File: config.mk
export PLATFORM = sky130hd
export DESIGN_NAME = tbase_counter
export DESIGN_NICKNAME = d
export VERILOG_FILES = /design/src/rtl/tbase_pkg.sv /design/src/rtl/tbase_pin_sync.sv /design/src/rtl/tbase_prescaler.sv /design/src/rtl/tbase_count_reg.sv /design/src/rtl/tbase_counter.sv
export SDC_FILE = /design/constraint.sdc
export NUM_CORES = 1
export LEC_CHECK = 0
export BUFFER_PORTS_ARGS = -buffer_cell sky130_fd_sc_hd__buf_2
export CORE_MARGIN = 4
export CORE_UTILIZATION = 44
export CTS_CLUSTER_SIZE = 30
export DETAILED_ROUTE_END_ITERATION = 8
export GPL_ROUTABILITY_DRIVEN = 1
export PLACE_DENSITY = 0.84
export SLEW_MARGIN = 20
export SYNTH_ARGS = -nofsm -noshare
export SYNTH_HDL_FRONTEND = slang
export SYNTH_SLANG_ARGS = --single-unit
File: constraint.sdc
create_clock -name clk -period 2.5 [get_ports clk]
set_input_delay 0.25 -clock clk [delete_from_list [all_inputs] [get_ports clk]]
set_output_delay 0.25 -clock clk [all_outputs]
set_load 0.01 [all_outputs]
File: src/rtl/tbase_pkg.sv
package tbase_pkg;

    typedef enum logic [1:0] {
        PS_RESTART = 2'd0,
        PS_SYS_DIV = 2'd1,
        PS_EXT_DIV = 2'd2
    } ps_state_e;

    localparam logic SRC_SYSCLK = 1'b0;
    localparam logic SRC_EXTPIN = 1'b1;

endpackage

File: src/rtl/tbase_pin_sync.sv
module tbase_pin_sync #(
    parameter int STAGES = 2
) (
    input  logic clk,
    input  logic rst_n,
    input  logic pin_async,
    output logic pin_rise
);
    // chain[STAGES-1] is the synchronised level, chain[STAGES] its previous value
    logic [STAGES:0] chain_q;

    always_ff @(posedge clk or negedge rst_n) begin
        if (!rst_n) begin
            chain_q <= '0;
        end else begin
            chain_q <= {chain_q[STAGES-1:0], pin_async};
        end
    end

    assign pin_rise = chain_q[STAGES-1] & ~chain_q[STAGES];


    rise_single_chk: assert property (@(posedge clk) disable iff (!rst_n)
        pin_rise |=> !pin_rise);

endmodule

File: src/rtl/tbase_prescaler.sv
module tbase_prescaler
    import tbase_pkg::*;
#(
    parameter int RATIO_W = 8
) (
    input  logic               clk,
    input  logic               rst_n,
    input  logic               src_sel,
    input  logic [RATIO_W-1:0] ratio_fld,
    input  logic               ext_rise,
    output logic               adv
);
    localparam int DIV_W = RATIO_W + 1;

    ps_state_e          st_q, st_d;
    logic               src_q;
    logic [RATIO_W-1:0] ratio_q;
    logic [DIV_W-1:0]   div_q, div_d;
    logic [DIV_W-1:0]   sys_term, ext_term;
    logic               cfg_chg;

    assign cfg_chg  = (src_sel != src_q) || (ratio_fld != ratio_q);
    assign sys_term = {ratio_q, 1'b1};
    assign ext_term = {1'b0, ratio_q};

    // state register
    always_ff @(posedge clk or negedge rst_n) begin
        if (!rst_n) begin
            st_q    <= PS_RESTART;
            src_q   <= SRC_SYSCLK;
            ratio_q <= '0;
            div_q   <= '0;
        end else begin
            st_q    <= st_d;
            src_q   <= src_sel;
            ratio_q <= ratio_fld;
            div_q   <= div_d;
        end
    end

    // next state
    always_comb begin
        st_d = st_q;
        if (cfg_chg) begin
            st_d = PS_RESTART;
        end else begin
            unique case (st_q)
                PS_RESTART: st_d = (src_q == SRC_EXTPIN) ? PS_EXT_DIV : PS_SYS_DIV;
                PS_SYS_DIV: st_d = PS_SYS_DIV;
                PS_EXT_DIV: st_d = PS_EXT_DIV;
                default:    st_d = PS_RESTART;
            endcase
        end
    end

    // outputs and divider
    always_comb begin
        adv   = 1'b0;
        div_d = div_q;
        if (cfg_chg) begin
            div_d = '0;
        end else begin
            unique case (st_q)
                PS_RESTART: div_d = '0;
                PS_SYS_DIV: begin
                    if (div_q == sys_term) begin
                        adv   = 1'b1;
                        div_d = '0;
                    end else begin
                        div_d = div_q + 1'b1;
                    end
                end
                PS_EXT_DIV: begin
                    if (ext_rise) begin
                        if (div_q == ext_term) begin
                            adv   = 1'b1;
                            div_d = '0;
                        end else begin
                            div_d = div_q + 1'b1;
                        end
                    end
                end
                default: div_d = '0;
            endcase
        end
    end


    restart_clear_chk: assert property (@(posedge clk) disable iff (!rst_n)
        $past(cfg_chg) |-> (st_q == PS_RESTART && div_q == '0));


    sys_bound_chk: assert property (@(posedge clk) disable iff (!rst_n)
        (st_q == PS_SYS_DIV) |-> (div_q <= sys_term));


    ext_edge_chk: assert property (@(posedge clk) disable iff (!rst_n)
        (adv && st_q == PS_EXT_DIV) |-> ext_rise);

endmodule

File: src/rtl/tbase_count_reg.sv
module tbase_count_reg #(
    parameter int CNT_W = 24
) (
    input  logic             clk,
    input  logic             rst_n,
    input  logic             adv,
    input  logic             wr_en,
    input  logic [CNT_W-1:0] wr_data,
    output logic [CNT_W-1:0] count,
    output logic             adv_pulse
);
    logic [CNT_W-1:0] count_q;
    logic             pulse_q;

    always_ff @(posedge clk or negedge rst_n) begin
        if (!rst_n) begin
            count_q <= '0;
            pulse_q <= 1'b0;
        end else begin
            pulse_q <= adv & ~wr_en;
            if (wr_en) begin
                count_q <= wr_data;
            end else if (adv) begin
                count_q <= count_q + 1'b1;
            end
        end
    end

    assign count     = count_q;
    assign adv_pulse = pulse_q;


    step_one_chk: assert property (@(posedge clk) disable iff (!rst_n)
        pulse_q |-> (count_q == CNT_W'($past(count_q) + 1'b1)));


    write_load_chk: assert property (@(posedge clk) disable iff (!rst_n)
        $past(wr_en) |-> (count_q == $past(wr_data) && !pulse_q));

endmodule

File: src/rtl/tbase_counter.sv
module tbase_counter #(
    parameter int CNT_W       = 24,
    parameter int RATIO_W     = 8,
    parameter int SYNC_STAGES = 2
) (
    input  logic               clk,
    input  logic               rst_n,
    input  logic               ext_clk_pin,
    input  logic               src_sel,
    input  logic [RATIO_W-1:0] ratio_fld,
    input  logic               eng_wr_en,
    input  logic [CNT_W-1:0]   eng_wr_data,
    output logic [CNT_W-1:0]   eng_rd_data,
    input  logic               host_wr_en,
    input  logic [CNT_W-1:0]   host_wr_data,
    output logic [CNT_W-1:0]   host_rd_data,
    output logic               adv_pulse
);
    logic             ext_rise;
    logic             adv;
    logic [CNT_W-1:0] count;

    tbase_pin_sync #(.STAGES(SYNC_STAGES)) u_sync (
        .clk       (clk),
        .rst_n     (rst_n),
        .pin_async (ext_clk_pin),
        .pin_rise  (ext_rise)
    );

    tbase_prescaler #(.RATIO_W(RATIO_W)) u_presc (
        .clk       (clk),
        .rst_n     (rst_n),
        .src_sel   (src_sel),
        .ratio_fld (ratio_fld),
        .ext_rise  (ext_rise),
        .adv       (adv)
    );

    tbase_count_reg #(.CNT_W(CNT_W)) u_count (
        .clk       (clk),
        .rst_n     (rst_n),
        .adv       (adv),
        .wr_en     (eng_wr_en),
        .wr_data   (eng_wr_data),
        .count     (count),
        .adv_pulse (adv_pulse)
    );

    assign eng_rd_data  = count;
    assign host_rd_data = count;


    host_ignored_chk: assert property (@(posedge clk) disable iff (!rst_n)
        (host_wr_en && host_wr_data != count && !eng_wr_en && !adv)
            |=> (host_rd_data == $past(count)));

endmodule

==> results.md <==
Run status:
- The flow ran to the end, but the final reports show violations.
- The final reports fail on hold timing.

Yosys:
- The total standard cell area after synthesis is around 3000 µm².
- The instance count of the mapped netlist is 330.
- Yosys printed 0 warnings.
- The net count of the mapped netlist is between 300 and 400.
- The number of library cell types mapped by synthesis is a little over 40.
- For this run, asynchronously set or reset flops after synthesis account for 100.0%.
- Each instance of the synthesized netlist takes up on average 9.232 µm².
- The most frequently used flop master after synthesis is dfrtp_1.
- The share of the yosys chip area belonging to registers is 39.43%.
- In this run, synthesis produced a sequential element count of 48.
- In this run, synthesis inferred 0 flip-flops with an integrated enable.

Timing:
- The share of the clock period used by the worst path after layout is between 90% and 100%.
- The count of final max-slew check failures is 0.
- Setup violations remaining at the end of the flow were counted as 0.
- The maximum clock skew at final layout is 0.003748 ns.
- Derived from the worst setup path, the maximum achievable clock frequency is roughly 0.40 GHz.
- For the pin with the worst max-slew slack, the measured transition is 0.6962 ns.
- The final-report hold violation count is 14.
- Setup repair after global routing could not meet its margin everywhere.
- The setup TNS is 0 ns.
- After layout, the minimum clock period comes to between 2 and 2.5 ns.
- The worst max-slew margin expressed relative to the limit is between 50 and 60%.
- Final hold analysis gives a worst-case slack of -0.006385 ns.
- The final critical-path setup slack is ~0.030 ns.

Final layout:
- 0 antenna diodes ended up in the layout.
- Relative to the synthesized area, the layout overhead comes to 18.73%.
- The final layout net count is between 400 and 500.
- The fraction of layout cells with a size suffix above 1 is roughly 33%.
- The total non-filler cell area in the finished layout is about 3600 µm².
- The count of non-filler cells in the finished layout is 482.

Die:
- The row count is 30.
- For this design the top-level I/O count stands at between 100 and 150.
- In this run the vertical extent of the chip is approximately 91 µm.
- The total die area is about 8300 µm².
- The chip width is slightly above 90 µm.
- The floorplan core area is roughly 6800 µm².
- The initial utilization of the core area, before any placement, comes to between 40% and 50%.

Route:
- Dividing the detail-routed wire length by the instance count gives around 15 µm.
- The initial detailed-routing violation count is ~170.
- For this block, the via count after detailed routing is approximately 2,600.
- The final layout contains routed wiring with a total length of around 7000 µm.
- Using the TritonRoute via totals, the vias-per-cell ratio works out to approximately 5.4.
- For this run, the detailed router's first-pass iteration total came to 4.
- In the routed design, unresolved DRC markers number 0.
- The number of nets with antenna violations after detailed routing is 0.

Clock network:
- The clock tree synthesis step divided the H-tree into 2 levels.
- The sink count of the clock tree is between 40 and 50.
- After clock tree synthesis, the flow added hold-fix buffers numbering 0.
- TritonCTS built the clock tree.
- Clock tree synthesis selected as its root buffer the cell clkbuf_8.
- The maximum clock insertion buffer count is 2.
- The source-to-sink clock delay at the later pin of the worst-skew pair is slightly below 0.3 ns.
- The number of clock buffers added by TritonCTS is 5.
- The clock slew seen by the registers of the worst setup and hold paths is roughly 0.08 ns.

Place:
- The detailed-placement wirelength estimate is ~5200 µm.
- At the end of routability-driven placement, the weighted congestion stood at 0.8500.
- After detailed placement, the design holds a cell count of roughly 470.
- After detailed placement, the total cell area comes to 3442 µm².
- The port buffer count is 85.
- The worst slack at placement is -0.05216 ns.

Global routing:
- Entering global routing, the biggest net connects 39 pins.
- The number of global-route vias before repair is roughly 2,500.
- The initial antenna violation count was 0.
- The overall overflow remaining after global route is 0.
- The first-pass GRT wire length is approximately 11,000 µm.
- The global-route total usage across every layer is roughly 16%.

Flow run:
- The max capacitance violation total is 0.

Critical path:
- The path type of the worst setup path is reg -> reg.
- Walking the worst path, the cells encountered are xnor2_2 -> nand4_1 -> or4_4 -> buf_12 -> a2111oi_4 -> buf_4 -> mux2i_1 -> nand3_1.
- The maximum fanout encountered on the critical timing path is 15.
- STA puts the critical path data arrival time at 2.65 ns.
- In this design, the largest share of critical-path delay is due to simple AND/OR/NAND/NOR gates.
- The critical path buffer and inverter count is 2.
- Data on the critical path is required at its endpoint by roughly 2.7 ns.
- The slowest stage of the critical path belongs to the cell or4_4.
- The worst setup path is captured at a flip-flop.
- The nature of the critical path startpoint is a flip-flop.
- The delay of the slowest cell on the worst path is 0.52 ns.

Pwr:
- The power density relative to cell area is around 460 nW/µm².
- VDD sags by at most ~0.39 mV.
- The leakage component of the power is ~1.6 nW.

Min path:
- The class of the worst hold path is in -> async.
power by group:
group | switching [mW] | total [mW] | internal [mW]
registers | 0.0708 | 0.894 | 0.823
clock network | 0.242 | 0.468 | 0.226
logic | 0.159 | 0.297 | 0.138
total | 0.472 | 1.66 | 1.19
worst paths after layout:
path	slack (ns)	depth (start not counted)	endpoint	start
hold reg to reg	0.36	0	u_sync.chain_q[1]	u_sync.chain_q[0]
setup reg to reg	0.03	8	u_count.count[18]	u_presc.ratio_q[2]
hold / removal	-0.006	1	u_count.count[3]	rst_n
max in group asynchronous	1.89	2	u_presc.ratio_q[2]	rst_n
min in group clk	0.06	1	u_sync.chain_q[0]	ext_clk_pin
setup / recovery	0.03	8	u_count.count[18]	u_presc.ratio_q[2]
metal layers:
| layer | wire length, µm | vias up | GRT usage (%) |
|---|---|---|---|
| li1 | - | 1273 | - |
| met1 | 3022 | 1248 | 20.64 |
| met2 | 3516 | 73 | 27.71 |
| met3 | 337 | 13 | 3.645 |
| met4 | 113 | 0 | 6.030 |
| met5 | 0 | - | 0 |
placed cells by master (no fill, tap or decap), types with 4 or more instances in the layout:
cell type,count
nor2b_1,4
a21o_1,5
nor2_1,16
xnor2_1,32
buf_4,21
clkbuf_8,6
ha_1,4
a211oi_1,6
and3_1,4
mux2i_1,5
dfrtp_1,45
nand4_1,7
o21ai_0,19
xor2_1,9
nand2_1,42
a2111oi_0,5
nand3_1,17
nor3_1,4
a2111oi_2,4
buf_2,85
a21oi_1,6
inv_1,9
synth_stat cells, types with 3 or more instances:
| master | instances | area (µm²) |
|---|---|---|
| or4_1 | 3 | 22.52 |
| a2111oi_0 | 7 | 61.31 |
| buf_6 | 4 | 45.04 |
| xnor2_1 | 34 | 297.8 |
| mux2i_1 | 5 | 50.05 |
| clkbuf_1 | 10 | 37.54 |
| a22oi_1 | 3 | 22.52 |
| dfrtp_1 | 48 | 1201 |
| o31ai_1 | 3 | 22.52 |
| a21o_1 | 5 | 37.54 |
| xor2_1 | 9 | 78.83 |
| and3_1 | 4 | 25.02 |
| or3_1 | 3 | 18.77 |
| nand2_1 | 42 | 157.7 |
| nand4_1 | 7 | 43.79 |
| buf_4 | 25 | 187.7 |
| nor2b_1 | 4 | 25.02 |
| mux2_2 | 3 | 33.78 |
| nor2_1 | 16 | 60.06 |
| a2111oi_2 | 4 | 60.06 |
| ha_1 | 5 | 62.56 |
| a21oi_1 | 6 | 30.03 |
| nand3_1 | 17 | 85.08 |
| a211oi_1 | 6 | 45.04 |
| o21ai_0 | 19 | 95.09 |
| buf_2 | 6 | 30.03 |
| nor3_1 | 4 | 20.02 |
| inv_1 | 10 | 37.54 |
state kept, by name (all words and copies together) (netlist names):
signal,count
u_presc.div_q,9
u_count.count,24
u_presc.st_q,2
u_count.adv_pulse,1
u_presc.ratio_q,8
u_sync.chain_q,3
u_presc.src_q,1
cell families (layout without fill, tap and decap cells):
group / after synthesis / in the layout / synth area share, %
fa+ha+maj: 5 / 5 / 2.053
xor+xnor: 43 / 43 / 12.36
mux: 8 / 8 / 2.752
compound gates: 62 / 62 / 15.15
flops: 48 / 48 / 39.42
buf+inv: 55 / 127 / 11.09
simple gates: 109 / 109 / 17.17
area by class of cell:
class	instances	area, µm²
fillers	608	3139
repair buffers	109	634.4
multi-input cells	227	1550
well taps	80	100.1
flip-flops and latches	48	1205
clock buffers	8	90.09
inverters	10	37.54
timing repair:
item	CTS	global route
setup endpoints to repair	4	14
buffers inserted	1	2
pin swaps	1	4
resized for setup	3	14
through the flow:
step,power (mW),util (%)
after floorplan,1.094,-
after global placement,1.189,50.94
after detailed placement,1.200,50.94
after CTS,1.678,52.52
after global routing,1.748,53.54
final,1.659,53.54
Power figures use the tool's default switching activity.
